==> config.mk <==
export PLATFORM = sky130hd
export DESIGN_NAME = pix_fetch
export DESIGN_NICKNAME = d
export VERILOG_FILES = /design/src/rtl/pf_pkg.sv /design/src/rtl/pf_ctrl.sv /design/src/rtl/pf_row_addr.sv /design/src/rtl/pf_plane_bit.sv /design/src/rtl/pix_fetch.sv
export SDC_FILE = /design/constraint.sdc
export NUM_CORES = 1
export LEC_CHECK = 0
export BUFFER_PORTS_ARGS = -buffer_cell sky130_fd_sc_hd__buf_2
export CAP_MARGIN = 20
export CORE_ASPECT_RATIO = 1.1
export CORE_UTILIZATION = 29
export DETAILED_ROUTE_END_ITERATION = 16
export GPL_TIMING_DRIVEN = 0
export MAX_ROUTING_LAYER = met4
export SKIP_CTS_REPAIR_TIMING = 1
export SYNTH_ARGS = -nofsm -noshare
export SYNTH_HDL_FRONTEND = slang
export SYNTH_HIERARCHICAL = 1
export SYNTH_SLANG_ARGS = --single-unit
==> constraint.sdc <==
create_clock -name clk_i -period 3.5 [get_ports clk_i]
set_clock_uncertainty 0.1 [all_clocks]
set_input_delay 0.525 -clock clk_i [delete_from_list [all_inputs] [get_ports clk_i]]
set_output_delay 0.525 -clock clk_i [all_outputs]
set_load 0.02 [all_outputs]
==> src/rtl/pf_pkg.sv <==
package pf_pkg;
  localparam int unsigned ROW_BYTES     = 6;
  localparam int unsigned IMG_BYTES     = 96;
  localparam int unsigned TILE_IMG_BASE = 'h3000;
  localparam int unsigned PAL_BASE      = 'h6000;
  localparam int unsigned PAL_TILE_OFS  = 'h100;
  localparam int unsigned PAL_BYTES     = 16;
  localparam int unsigned ENTRY_BYTES   = 2;
  localparam int unsigned N_PLANES      = 3;

  typedef enum logic [2:0] {
    ST_IDLE,
    ST_RD0,
    ST_RD1,
    ST_RD2,
    ST_FIN
  } pf_state_e;
endpackage

==> src/rtl/pf_ctrl.sv <==
module pf_ctrl
  import pf_pkg::*;
(
  input  logic       clk_i,
  input  logic       rst_ni,
  input  logic       accept_i,
  output logic       busy_o,
  output logic       req_o,
  output logic [1:0] phase_o,
  output logic [1:0] cap_o,
  output logic       last_o
);
  pf_state_e st_q, st_d;

  always_comb begin
    st_d = st_q;
    unique case (st_q)
      ST_IDLE: if (accept_i) st_d = ST_RD0;
      ST_RD0:  st_d = ST_RD1;
      ST_RD1:  st_d = ST_RD2;
      ST_RD2:  st_d = ST_FIN;
      ST_FIN:  st_d = ST_IDLE;
      default: st_d = ST_IDLE;
    endcase
  end

  always_ff @(posedge clk_i or negedge rst_ni) begin
    if (!rst_ni) st_q <= ST_IDLE;
    else         st_q <= st_d;
  end

  assign busy_o = (st_q != ST_IDLE);
  assign req_o  = (st_q == ST_RD0) || (st_q == ST_RD1) || (st_q == ST_RD2);
  always_comb begin
    unique case (st_q)
      ST_RD1:  phase_o = 2'd1;
      ST_RD2:  phase_o = 2'd2;
      default: phase_o = 2'd0;
    endcase
  end
  // read data of phase k is on the bus in the following state
  assign cap_o[0] = (st_q == ST_RD1);
  assign cap_o[1] = (st_q == ST_RD2);
  assign last_o   = (st_q == ST_FIN);
endmodule

==> src/rtl/pf_row_addr.sv <==
module pf_row_addr
  import pf_pkg::*;
#(
  parameter int unsigned IDX_W  = 7,
  parameter int unsigned ADDR_W = 15,
  parameter int unsigned COL_W  = 4
) (
  input  logic [IDX_W-1:0]  idx_i,
  input  logic [COL_W:0]    y_i,
  input  logic              vflip_i,
  input  logic              dbl_i,
  input  logic              tile_sel_i,
  output logic [ADDR_W-1:0] base_o
);
  logic [COL_W:0]   y_m;
  logic [IDX_W-1:0] idx_eff;
  logic [COL_W-1:0] row;

  // ~y mirrors over 32 rows; low bits alone mirror over 16
  assign y_m     = vflip_i ? ~y_i : y_i;
  assign idx_eff = dbl_i ? {idx_i[IDX_W-1:1], y_m[COL_W]} : idx_i;
  assign row     = y_m[COL_W-1:0];

  assign base_o = (tile_sel_i ? ADDR_W'(TILE_IMG_BASE) : '0)
                + ADDR_W'(idx_eff) * ADDR_W'(IMG_BYTES)
                + ADDR_W'(row) * ADDR_W'(ROW_BYTES);
endmodule

==> src/rtl/pf_plane_bit.sv <==
module pf_plane_bit #(
  parameter int unsigned COL_W = 4
) (
  input  logic [(1<<COL_W)-1:0] word_i,
  input  logic [COL_W-1:0]      col_i,
  output logic                  bit_o
);
  // low byte first, leftmost pixel at each byte's MSB
  logic [COL_W-1:0] sel;
  assign sel   = {col_i[COL_W-1], ~col_i[COL_W-2:0]};
  assign bit_o = word_i[sel];
endmodule

==> src/rtl/pix_fetch.sv <==
module pix_fetch
  import pf_pkg::*;
#(
  parameter int unsigned IDX_W  = 7,
  parameter int unsigned ADDR_W = 15,
  parameter int unsigned PAL_W  = 4,
  parameter int unsigned SIDE   = 16,
  localparam int unsigned COL_W  = $clog2(SIDE),
  localparam int unsigned WORD_W = SIDE
) (
  input  logic              clk_i,
  input  logic              rst_ni,
  input  logic              start_i,
  input  logic [IDX_W-1:0]  img_idx_i,
  input  logic [COL_W-1:0]  x_i,
  input  logic [COL_W:0]    y_i,
  input  logic              hflip_i,
  input  logic              vflip_i,
  input  logic              transp_en_i,
  input  logic              dbl_i,
  input  logic              tile_sel_i,
  input  logic [PAL_W-1:0]  pal_i,
  output logic              busy_o,
  output logic              mem_req_o,
  output logic [ADDR_W-1:0] mem_addr_o,
  input  logic [WORD_W-1:0] mem_rdata_i,
  output logic              valid_o,
  output logic [ADDR_W-1:0] pal_addr_o,
  output logic              transp_o
);
  localparam int unsigned CI_W = N_PLANES;

  logic              accept, last;
  logic [1:0]        phase, cap;
  logic [IDX_W-1:0]  idx_q;
  logic [COL_W-1:0]  x_q, col;
  logic [COL_W:0]    y_q;
  logic              hflip_q, vflip_q, tsp_q, dbl_q, tile_q;
  logic [PAL_W-1:0]  pal_q;
  logic [ADDR_W-1:0] base;
  logic              pbit;
  logic [N_PLANES-2:0] plane_q;
  logic [CI_W-1:0]   ci;

  assign accept = start_i & ~busy_o;

  always_ff @(posedge clk_i or negedge rst_ni) begin
    if (!rst_ni) begin
      idx_q <= '0; x_q <= '0; y_q <= '0; pal_q <= '0;
      hflip_q <= 1'b0; vflip_q <= 1'b0; tsp_q <= 1'b0;
      dbl_q <= 1'b0; tile_q <= 1'b0;
    end else if (accept) begin
      idx_q <= img_idx_i; x_q <= x_i; y_q <= y_i; pal_q <= pal_i;
      hflip_q <= hflip_i; vflip_q <= vflip_i; tsp_q <= transp_en_i;
      dbl_q <= dbl_i; tile_q <= tile_sel_i;
    end
  end

  pf_ctrl u_ctrl (
    .clk_i   (clk_i),
    .rst_ni  (rst_ni),
    .accept_i(accept),
    .busy_o  (busy_o),
    .req_o   (mem_req_o),
    .phase_o (phase),
    .cap_o   (cap),
    .last_o  (last)
  );

  pf_row_addr #(.IDX_W(IDX_W), .ADDR_W(ADDR_W), .COL_W(COL_W)) u_row (
    .idx_i     (idx_q),
    .y_i       (y_q),
    .vflip_i   (vflip_q),
    .dbl_i     (dbl_q),
    .tile_sel_i(tile_q),
    .base_o    (base)
  );

  assign mem_addr_o = base + ADDR_W'({phase, 1'b0});

  assign col = hflip_q ? ~x_q : x_q;

  pf_plane_bit #(.COL_W(COL_W)) u_bit (
    .word_i(mem_rdata_i),
    .col_i (col),
    .bit_o (pbit)
  );

  for (genvar k = 0; k < N_PLANES - 1; k++) begin : g_plane
    always_ff @(posedge clk_i or negedge rst_ni) begin
      if (!rst_ni)     plane_q[k] <= 1'b0;
      else if (cap[k]) plane_q[k] <= pbit;
    end
  end

  // first plane is the MSB; last plane taken live from the bus
  always_comb begin
    ci[0] = pbit;
    for (int k = 0; k < N_PLANES - 1; k++) ci[CI_W-1-k] = plane_q[k];
  end

  always_ff @(posedge clk_i or negedge rst_ni) begin
    if (!rst_ni) begin
      valid_o    <= 1'b0;
      pal_addr_o <= '0;
      transp_o   <= 1'b0;
    end else begin
      valid_o <= last;
      if (last) begin
        pal_addr_o <= ADDR_W'(PAL_BASE)
                    + (tile_q ? ADDR_W'(PAL_TILE_OFS) : '0)
                    + ADDR_W'(pal_q) * ADDR_W'(PAL_BYTES)
                    + ADDR_W'(ci) * ADDR_W'(ENTRY_BYTES);
        transp_o   <= tsp_q && (ci == '0);
      end
    end
  end
endmodule

Word-level counts from Yosys, hierarchy flattened. Cells that the tools add are included.

Bitwise gates (word level): 5. Divide/modulo/power cells: 0. Equal/unequal tests: 5. Multiply operators: 2. Reductions and logical operators: 6. Shift operators: 0. Order comparisons: 1. Mux-type cells: 10. Add/sub/neg operators: 6.

Operator list (count): $add A14 B10 Y15 const A (1); $add A15 B14 Y15 (1); $add A15 B3 Y15 (1); $add A15 B4 Y15 (1); $add A15 B7 Y15 (1); $add A15 B8 Y15 (1); $mux W14 (1); $pmux W3 S4 (1); $mul A7 B2 Y9 const B (1); $mux W9 (1); $eq A3 B2 Y1 const B (2); $logic_not A3 Y1 (2); $mul A4 B2 Y6 const B (1); $lt A4 B5 Y1 const B (1); $mux W5 (1); $not A5 Y5 (1); $bmux W1 S4 (1); $mux W4 (1); $not A4 Y4 (1); $pmux W2 S2 (1); $eq A3 B1 Y1 const B (1); $eq A3 B3 Y1 const B (1); $mux W3 (1); $not A3 Y3 (1); other kinds (7) (9).

Flip-flop bits (word level): 47. RAM bits: 0. Memories: 0. Input port bits: 44. Bits in read-only memories: 0. Output and inout port bits: 34. Latch bits: 0. Logic and storage cells: 50.

Depth between registers and ports, before layout. Gate-level depths: netlist of the first run.

Word-level depth: 7. Gate-level depth with buffers: 16. Gate-level depth less buffers: 15.

Cells and area by module. Netlist of the first run, hierarchy kept.

By module, submodules not included: pix_fetch (cells each 127, area an instance 1869.3 um^2, seq. area each 950.9 um^2, times used 1); pf_row_addr (cells each 89, area an instance 690.7 um^2, seq. area each 0.0 um^2, times used 1); pf_ctrl (cells each 19, area an instance 166.4 um^2, seq. area each 75.1 um^2, times used 1); pf_plane_bit (cells each 7, area an instance 135.1 um^2, seq. area each 0.0 um^2, times used 1).

Least setup slack after synthesis of the first run. No wires, ideal clock.

Path kind: flip-flop to output port. Start point: reg vflip_q. End point: out mem_addr_o[14]. Data required time: 2.875 ns. Buffers on the path: 1. Stages on the path, launching flop included: 17. Slack: -0.402 ns. Data arrival time: 3.277 ns. Cells stage by stage: dfrtp_1 clkbuf_1 xnor2_1 a21oi_1 ha_1 fa_1 nand3_1 a21oi_1 nor2_1 o21bai_1 xor2_1 ha_1 a41oi_2 xnor2_1 and3_1 nand4_1 xnor2_1.

Longest elaborated chain between the ends: 6. Elaborated cells on any way between the ends: 7. Those cells by class: 3 x add/sub; 2 x mul; 2 x mux.

RTL lines: from (decl) (RTL line pix_fetch.sv:38) `logic hflip_q, vflip_q, tsp_q, dbl_q, tile_q;`; from (signal assigned) (RTL line pix_fetch.sv:54) `hflip_q <= hflip_i; vflip_q <= vflip_i; tsp_q <= transp_en_i;`; $mux W5 (*) (RTL line pf_row_addr.sv:20) `assign y_m = vflip_i ? ~y_i : y_i;`; $mux W1 (RTL line pf_row_addr.sv:21) `assign idx_eff = dbl_i ? {idx_i[IDX_W-1:1], y_m[COL_W]} : idx_i;`; $mul A7 B2 Y9 (RTL line pf_row_addr.sv:25) `+ ADDR_W'(idx_eff) * ADDR_W'(IMG_BYTES)`; $add A15 B14 Y15 (RTL line pf_row_addr.sv:25); $add A15 B7 Y15 (*) (RTL line pf_row_addr.sv:26) `+ ADDR_W'(row) * ADDR_W'(ROW_BYTES);`; net base[13] (RTL line pix_fetch.sv:40) `logic [ADDR_W-1:0] base;`; $add A15 B3 Y15 (*) (RTL line pix_fetch.sv:79) `assign mem_addr_o = base + ADDR_W'({phase, 1'b0});`; to (decl) (RTL line pix_fetch.sv:25) `output logic [ADDR_W-1:0] mem_addr_o,`.

The timed path passes the listed nets; every way through them passes the cells marked *.

Final worst setup path of the first run. Same ends and word-level chain as after synthesis.

==> summary.md, run 1 <==
| Metric | Value |
|---|---|
| Status | complete, but fails checks |
| Failing checks | setup timing |
| Root Buffer | clkbuf_8 |
| Nets | 394 |
| Residual DRC | 0 |
| Total congestion overflow | 0 |
| Die Wd | 96.7 um |
| Largest net degree at the start of global routing | 42 |
| Met3 global-route usage | 2.89% |
| CP Launch Type | flop |
| FF-to-FF setup slack | 0.92 ns |
| Rows | 37 |
| Met1 usage | 14.5% |
| Min setup slack post-route | -0.697 ns |
| Crit path DAT | 3.57 ns |
| DRT iter0 DRCs | 36 |
| Layout cells sized above 1 | 54.7% |
| GPL Wtd Cong | 0.735 |
| Relative slew slack | 38.4% |
| Async set-reset flop share out of synthesis | 100% |
| Avg WL per Cell | 13.3 um |
| CP Capture Type | output pin |
| Clk Latency, worst-skew pair | 0.29 ns |
| Most common cell after layout, fill and taps aside | buf_2 |
| F_max | 238 MHz |
| Synth Register Bits | 41 |
| First-pass GRT wire length | 9720 um |
| Clk buf depth | 2 |
| Max-cap violations | 0 |
| Via/cell ratio | 4.60 |
| Crit path time final | 4.20 ns |
| Gr busiest metal | met2 |
| Crit path max fanout | 4 |
| Area grow syn2layout | 32.4% |
| Clock sink count | 41 |
| Most frequent cells in the layout | buf_2 (67), dfrtp_1 (41), buf_4 (23), mux2_4 (19), mux2_2 (17) |
| Worst path required time | 2.87 ns |
| Crit path kind | flop to output pin |
| Starting Density | 30.2% |
| Worst-margin pin slew | 0.924 ns |
| Die span in y | 106 um |
| CP Launch Point | vflip_q$_DFFE_PN0P_ |
| Post-synth EDFFs | 0 |
| Max-slew violations | 0 |
| Post-DP HPWL | 4500 um |
| Hold Path Class | input pin to asynchronous set/reset pin |
| Htree depth | 2 |
| Total Wirelength | 6020 um |
| TritonCTS clock tree | built |
| Cells after Synth | 242 |
| Worst Setup EP | mem_addr_o[14] |
| Reg2Reg Depth | 7 |
| Boundary Pins | 78 |
| Die area | 0.0103 sq mm |
| All-Layer GR Usage | 12.0% |
| Routed vias | 2079 |
| # setup viols final | 8 |
| DP Worst Slack | -0.633 ns |
| Vias in the first global route | 2107 |
| Post-synthesis sequential area ratio | 35.9% |
| Final ANT Viol Nets | 0 |
| Met2 GRT Util | 20.2% |
| RSZ-0062 raised after global routing | true |
| Core area | 0.00949 sq mm |
| CTS clk-pin slew, worst paths | 0.09 ns |
| Count of different cell masters after synthesis | 50 |
| Final Hold Fails | 0 |
| Router iterations before antenna repair | 4 |
| TritonCTS buffer count | 5 |
| Critical R2R Launch | hflip_q$_DFFE_PN0P_ |
| Antenna violations before repair | 2 |
| Top_reg_cell synth | dfrtp_1 |
| Period Utilization, post-route | 120% |
| I/O Buffers | 71 |
| Ys Warns | 6 |
| Mapped Area | 0.00286 sq mm |
| Mean Syn Cell Area | 11.8 sq um |
| RR Endpoint | transp_o$_DFFE_PN0P_ |
-- critical path: stages (launching register included) --
cell	delay (ns)
dfrtp_1	0.41
buf_8	0.14
xnor2_2	0.14
a21oi_2	0.09
ha_2	0.19
fa_2	0.39
nand3_4	0.09
a21oi_4	0.06
nor2_1	0.09
o21bai_1	0.09
xor2_1	0.17
ha_1	0.38
a41oi_2	0.27
xnor2_2	0.14
and3_1	0.17
nand4_1	0.15
xnor2_2	0.17
buf_4	0.15
-- cell type report --
class	count	area, sq um
Antenna cell	2	5.00
Timing Repair Buffer	79	430
Multi-Input combinational cell	180	1880
Clock inverter	3	46.3
Clock buffer	5	68.8
Tap cell	117	146
Buffer	17	159
Inverter	8	30.0
Sequential cell	41	1030
Fill cell	952	5700
-- per-stage QoR --
stage	TNS [ns]	instances	hold WS, ns	util [%]	area (sq um)
6_report	-3.13	452	0.264	39.9	3790
3_5_place_dp	-1.74	434	0.389	36.3	3450
2_1_floorplan	-0.351	246	0.129	-	2950
4_1_cts	-4.25	442	0.300	37.6	3560
3_3_place_gp	-1.47	434	0.388	36.3	3450
5_1_grt	-4.99	452	0.336	39.9	3790
-- cells in the mapped netlist, types with 3 or more instances --
cell type	n	share of area, %
buf_4	9	2.4
and3_1	3	0.66
inv_1	7	0.92
nor2_1	14	1.8
mux2_2	17	6.7
o21ai_1	4	0.70
ha_1	15	6.6
nand3_1	6	1.0
nand4_1	6	1.3
a21oi_1	9	1.6
nand2_1	7	0.92
xnor2_1	20	6.1
dfrtp_1	41	36
fa_1	3	2.1
xor2_1	12	3.7
mux2i_1	3	1.0
mux4_1	4	3.7
mux2_4	19	10
-- how the worst min path moves through the flow --
| stage | startpoint | end | slack, ns | depth (start not counted) |
|---|---|---|---|---|
| after CTS | rst_ni | pal_addr_o[6]$_DFFE_PN0P_ | 0.30 | 1 |
| after global placement | pal_addr_o[4]$_DFFE_PN0P_ | pal_addr_o[4]$_DFFE_PN0P_ | 0.39 | 1 |
| after global routing | rst_ni | pal_q[0]$_DFFE_PN0P_ | 0.34 | 1 |
| after floorplan | rst_ni | ci[1]$_DFFE_PN0P_ | 0.13 | 0 |
| after detailed placement | pal_addr_o[13]$_DFFE_PN0P_ | pal_addr_o[13]$_DFFE_PN0P_ | 0.39 | 1 |
| final | rst_ni | pal_addr_o[6]$_DFFE_PN0P_ | 0.26 | 1 |
-- state kept, by name (all words and copies together), names as in the netlist --
signal       count
hflip_q          1
dbl_q            1
y_q              5
ci               2
tsp_q            1
pal_addr_o       9
tile_q           1
vflip_q          1
idx_q            7
pal_q            4
transp_o         1
valid_o          1
x_q              4
u_ctrl/st_q      3
-- layer usage --
metal  part of all wire [%]  up-vias
met5                      0        -
met4                   0.88        0
met3                    5.4        6
met2                     50       63
met1                     44      984
li1                       -     1026
-- logic make-up (layout without fill, tap and decap cells) --
family	Yosys count	in the layout	share of synthesized area, %
xor gates and xnor gates	32	32	9.79
other	2	8	0.262
adders and majority gates	19	19	9.01
DFF	41	41	35.9
and+or+nand+nor	55	55	11.8
AOI/OAI and AO/OA	25	25	5.73
buffers and inverters	25	112	6.21
muxes	43	43	21.4
Power of run 1 is not shown: default switching activity piles up to over one toggle a cycle in this logic, so the estimate is an artifact.
==> run 2: changes to the inputs <==
--- a/config.mk
+++ b/config.mk
@@ -12,7 +12,9 @@
 export DETAILED_ROUTE_END_ITERATION = 16
 export GPL_TIMING_DRIVEN = 0
 export MAX_ROUTING_LAYER = met4
+export RECOVER_POWER = 25
 export SKIP_CTS_REPAIR_TIMING = 1
+export SLEW_MARGIN = 10
 export SYNTH_ARGS = -nofsm -noshare
 export SYNTH_HDL_FRONTEND = slang
 export SYNTH_HIERARCHICAL = 1
==> run 2 against run 1 <==
Net effect: the flow finishes with violations (capacitance limit, slew limit, setup timing); maximum frequency hardly changed; wire length hardly changed; clock-buffer cell count stayed put; critical path depth stayed put; non-clock buffer count stayed put; critical endpoint unchanged; highest routed layer unchanged.
==> summary.md, run 2 (same netlist as run 1, synthesis figures left out) <==
| Metric | Value |
|---|---|
| Status | complete, but fails checks |
| Failing checks | capacitance limit, slew limit, setup timing |
| Worst hold path depth | 2 |
| Hold Path Class | input pin to flop |
| Starting Density | 30.2% (unchanged) |
| Crit path time final | 4.20 ns (+0.0000560 ns) |
| Boundary Pins | 78 (unchanged) |
| Layout cells sized above 1 | 54.1% (-0.60 points) |
| Residual DRC | 0 (unchanged) |
| Crit path DAT | 3.57 ns (about the same) |
| DP Worst Slack | -0.633 ns (unchanged) |
| Reg2Reg Depth | 7 (unchanged) |
| Largest Register | pal_addr_o |
| Avg WL per Cell | 13.3 um (about the same) |
| Rows | 37 (unchanged) |
| Router iterations before antenna repair | 4 (unchanged) |
| Vias in the first global route | 2107 (unchanged) |
| Max reg flops | 9 (unchanged) |
| Total Wirelength | 6020 um (about the same) |
| CP Capture Type | output pin |
| Cell Count, Final, Fillers Out | 452 (unchanged) |
| Top Registers | pal_addr_o (9), idx_q (7), y_q (5) |
| Most common cell after layout, fill and taps aside | buf_2 |
| Die span in y | 106 um (unchanged) |
| Relative slew slack | -48.0% (-86 points) |
| Worst-margin pin slew | 2.22 ns (+1.30 ns) |
| Die area | 0.0103 sq mm (unchanged) |
| TritonCTS clock tree | built |
| Root Buffer | clkbuf_8 |
| TritonCTS buffer count | 5 (unchanged) |
| Largest net degree at the start of global routing | 42 (unchanged) |
| Final Hold Fails | 0 (unchanged) |
| F_max | 238 MHz (about the same) |
| FF-to-FF setup slack | 0.92 ns (about the same) |
| Die Wd | 96.7 um (unchanged) |
| Final ANT Viol Nets | 0 (unchanged) |
| Min setup slack post-route | -0.697 ns (-0.0000560 ns) |
| Placed insts | 434 (unchanged) |
| Routed vias | 2079 (unchanged) |
| Clock sink count | 41 (unchanged) |
| Crit path kind | flop to output pin |
| Crit path max fanout | 4 (unchanged) |
| Area grow syn2layout | 32.1% |
| Max-cap violations | 1 (+1) |
| CP Launch Type | flop |
| Most frequent cells in the layout | buf_2 (66), dfrtp_1 (41), buf_4 (23), mux2_4 (19), mux2_2 (17) |
| Clk Latency, worst-skew pair | 0.29 ns (about the same) |
| Max-slew violations | 42 (+42) |
| CTS clk-pin slew, worst paths | 0.09 ns (about the same) |
| Total congestion overflow | 0 (unchanged) |
| First-pass GRT wire length | 9720 um (unchanged) |
| Htree depth | 2 (unchanged) |
| Antenna violations before repair | 2 (unchanged) |
| RSZ-0062 raised after global routing | true |
| Nets | 394 (unchanged) |
| # setup viols final | 8 (unchanged) |
| Via/cell ratio | 4.60 (unchanged) |
| Period Utilization, post-route | 120% (about the same) |
| All-Layer GR Usage | 12.0% (unchanged) |
| Clk buf depth | 2 (unchanged) |
| DRT iter0 DRCs | 36 (unchanged) |
| GPL Wtd Cong | 0.735 (unchanged) |
| I/O Buffers | 71 (unchanged) |
| Worst path required time | 2.87 ns (about the same) |
| Post-DP HPWL | 4500 um (unchanged) |
| Core area | 0.00949 sq mm (unchanged) |
| Final hold slack | 0.362 ns (+0.0988 ns) |
[run 2: worst max-delay path: stages (launching register included)]
cell,delay (ns)
dfrtp_1,0.41
buf_8,0.14
xnor2_2,0.14
a21oi_2,0.09
ha_2,0.19
fa_2,0.39
nand3_4,0.09
a21oi_4,0.06
nor2_1,0.09
o21bai_1,0.09
xor2_1,0.17
ha_1,0.38
a41oi_2,0.27
xnor2_2,0.14
and3_1,0.17
nand4_1,0.15
xnor2_2,0.17
buf_4,0.15
[run 2: layer usage]
| metal | routed length (um) | up-vias | GRT usage (%) |
|---|---|---|---|
| met1 | 2620 | 984 | 14.5 |
| li1 | - | 1026 | - |
| met3 | 328 | 6 | 2.89 |
| met2 | 3020 | 63 | 20.2 |
| met4 | 53 | 0 | 2.56 |
| met5 | 0 | - | - |
[run 2: area by class of cell]
type,count,area [sq um]
Inverter,8,30.0
Buffer,17,151
Clock buffer,5,68.8
Fill cell,951,5710
Multi-Input combinational cell,180,1880
Tap cell,117,146
Clock inverter,3,46.3
Timing Repair Buffer,79,429
Sequential cell,41,1030
Antenna cell,2,5.00
[run 2: final timing paths]
| check | from | to |
|---|---|---|
| worst max-delay path | vflip_q$_DFFE_PN0P_ | mem_addr_o[14] |
| worst min-delay path | pal_i[2] | pal_q[2]$_DFFE_PN0P_ |
| worst max register to register | hflip_q$_DFFE_PN0P_ | transp_o$_DFFE_PN0P_ |
| worst min register to register | pal_addr_o[6]$_DFFE_PN0P_ | pal_addr_o[6]$_DFFE_PN0P_ |
| max in group asynchronous | rst_ni | idx_q[0]$_DFFE_PN0P_ |
| min in group asynchronous | rst_ni | pal_addr_o[6]$_DFFE_PN0P_ |
[run 2: through the flow]
| step | TNS [ns] | instance area [sq um] | utilization, % |
|---|---|---|---|
| 2_1_floorplan | -0.351 | 2950 | - |
| 3_3_place_gp | -1.47 | 3450 | 36.3 |
| 3_5_place_dp | -1.74 | 3450 | 36.3 |
| 4_1_cts | -4.25 | 3560 | 37.6 |
| 5_1_grt | -4.99 | 3780 | 39.8 |
| 6_report | -3.14 | 3780 | 39.8 |
Power of run 2 is left out for the same reason.
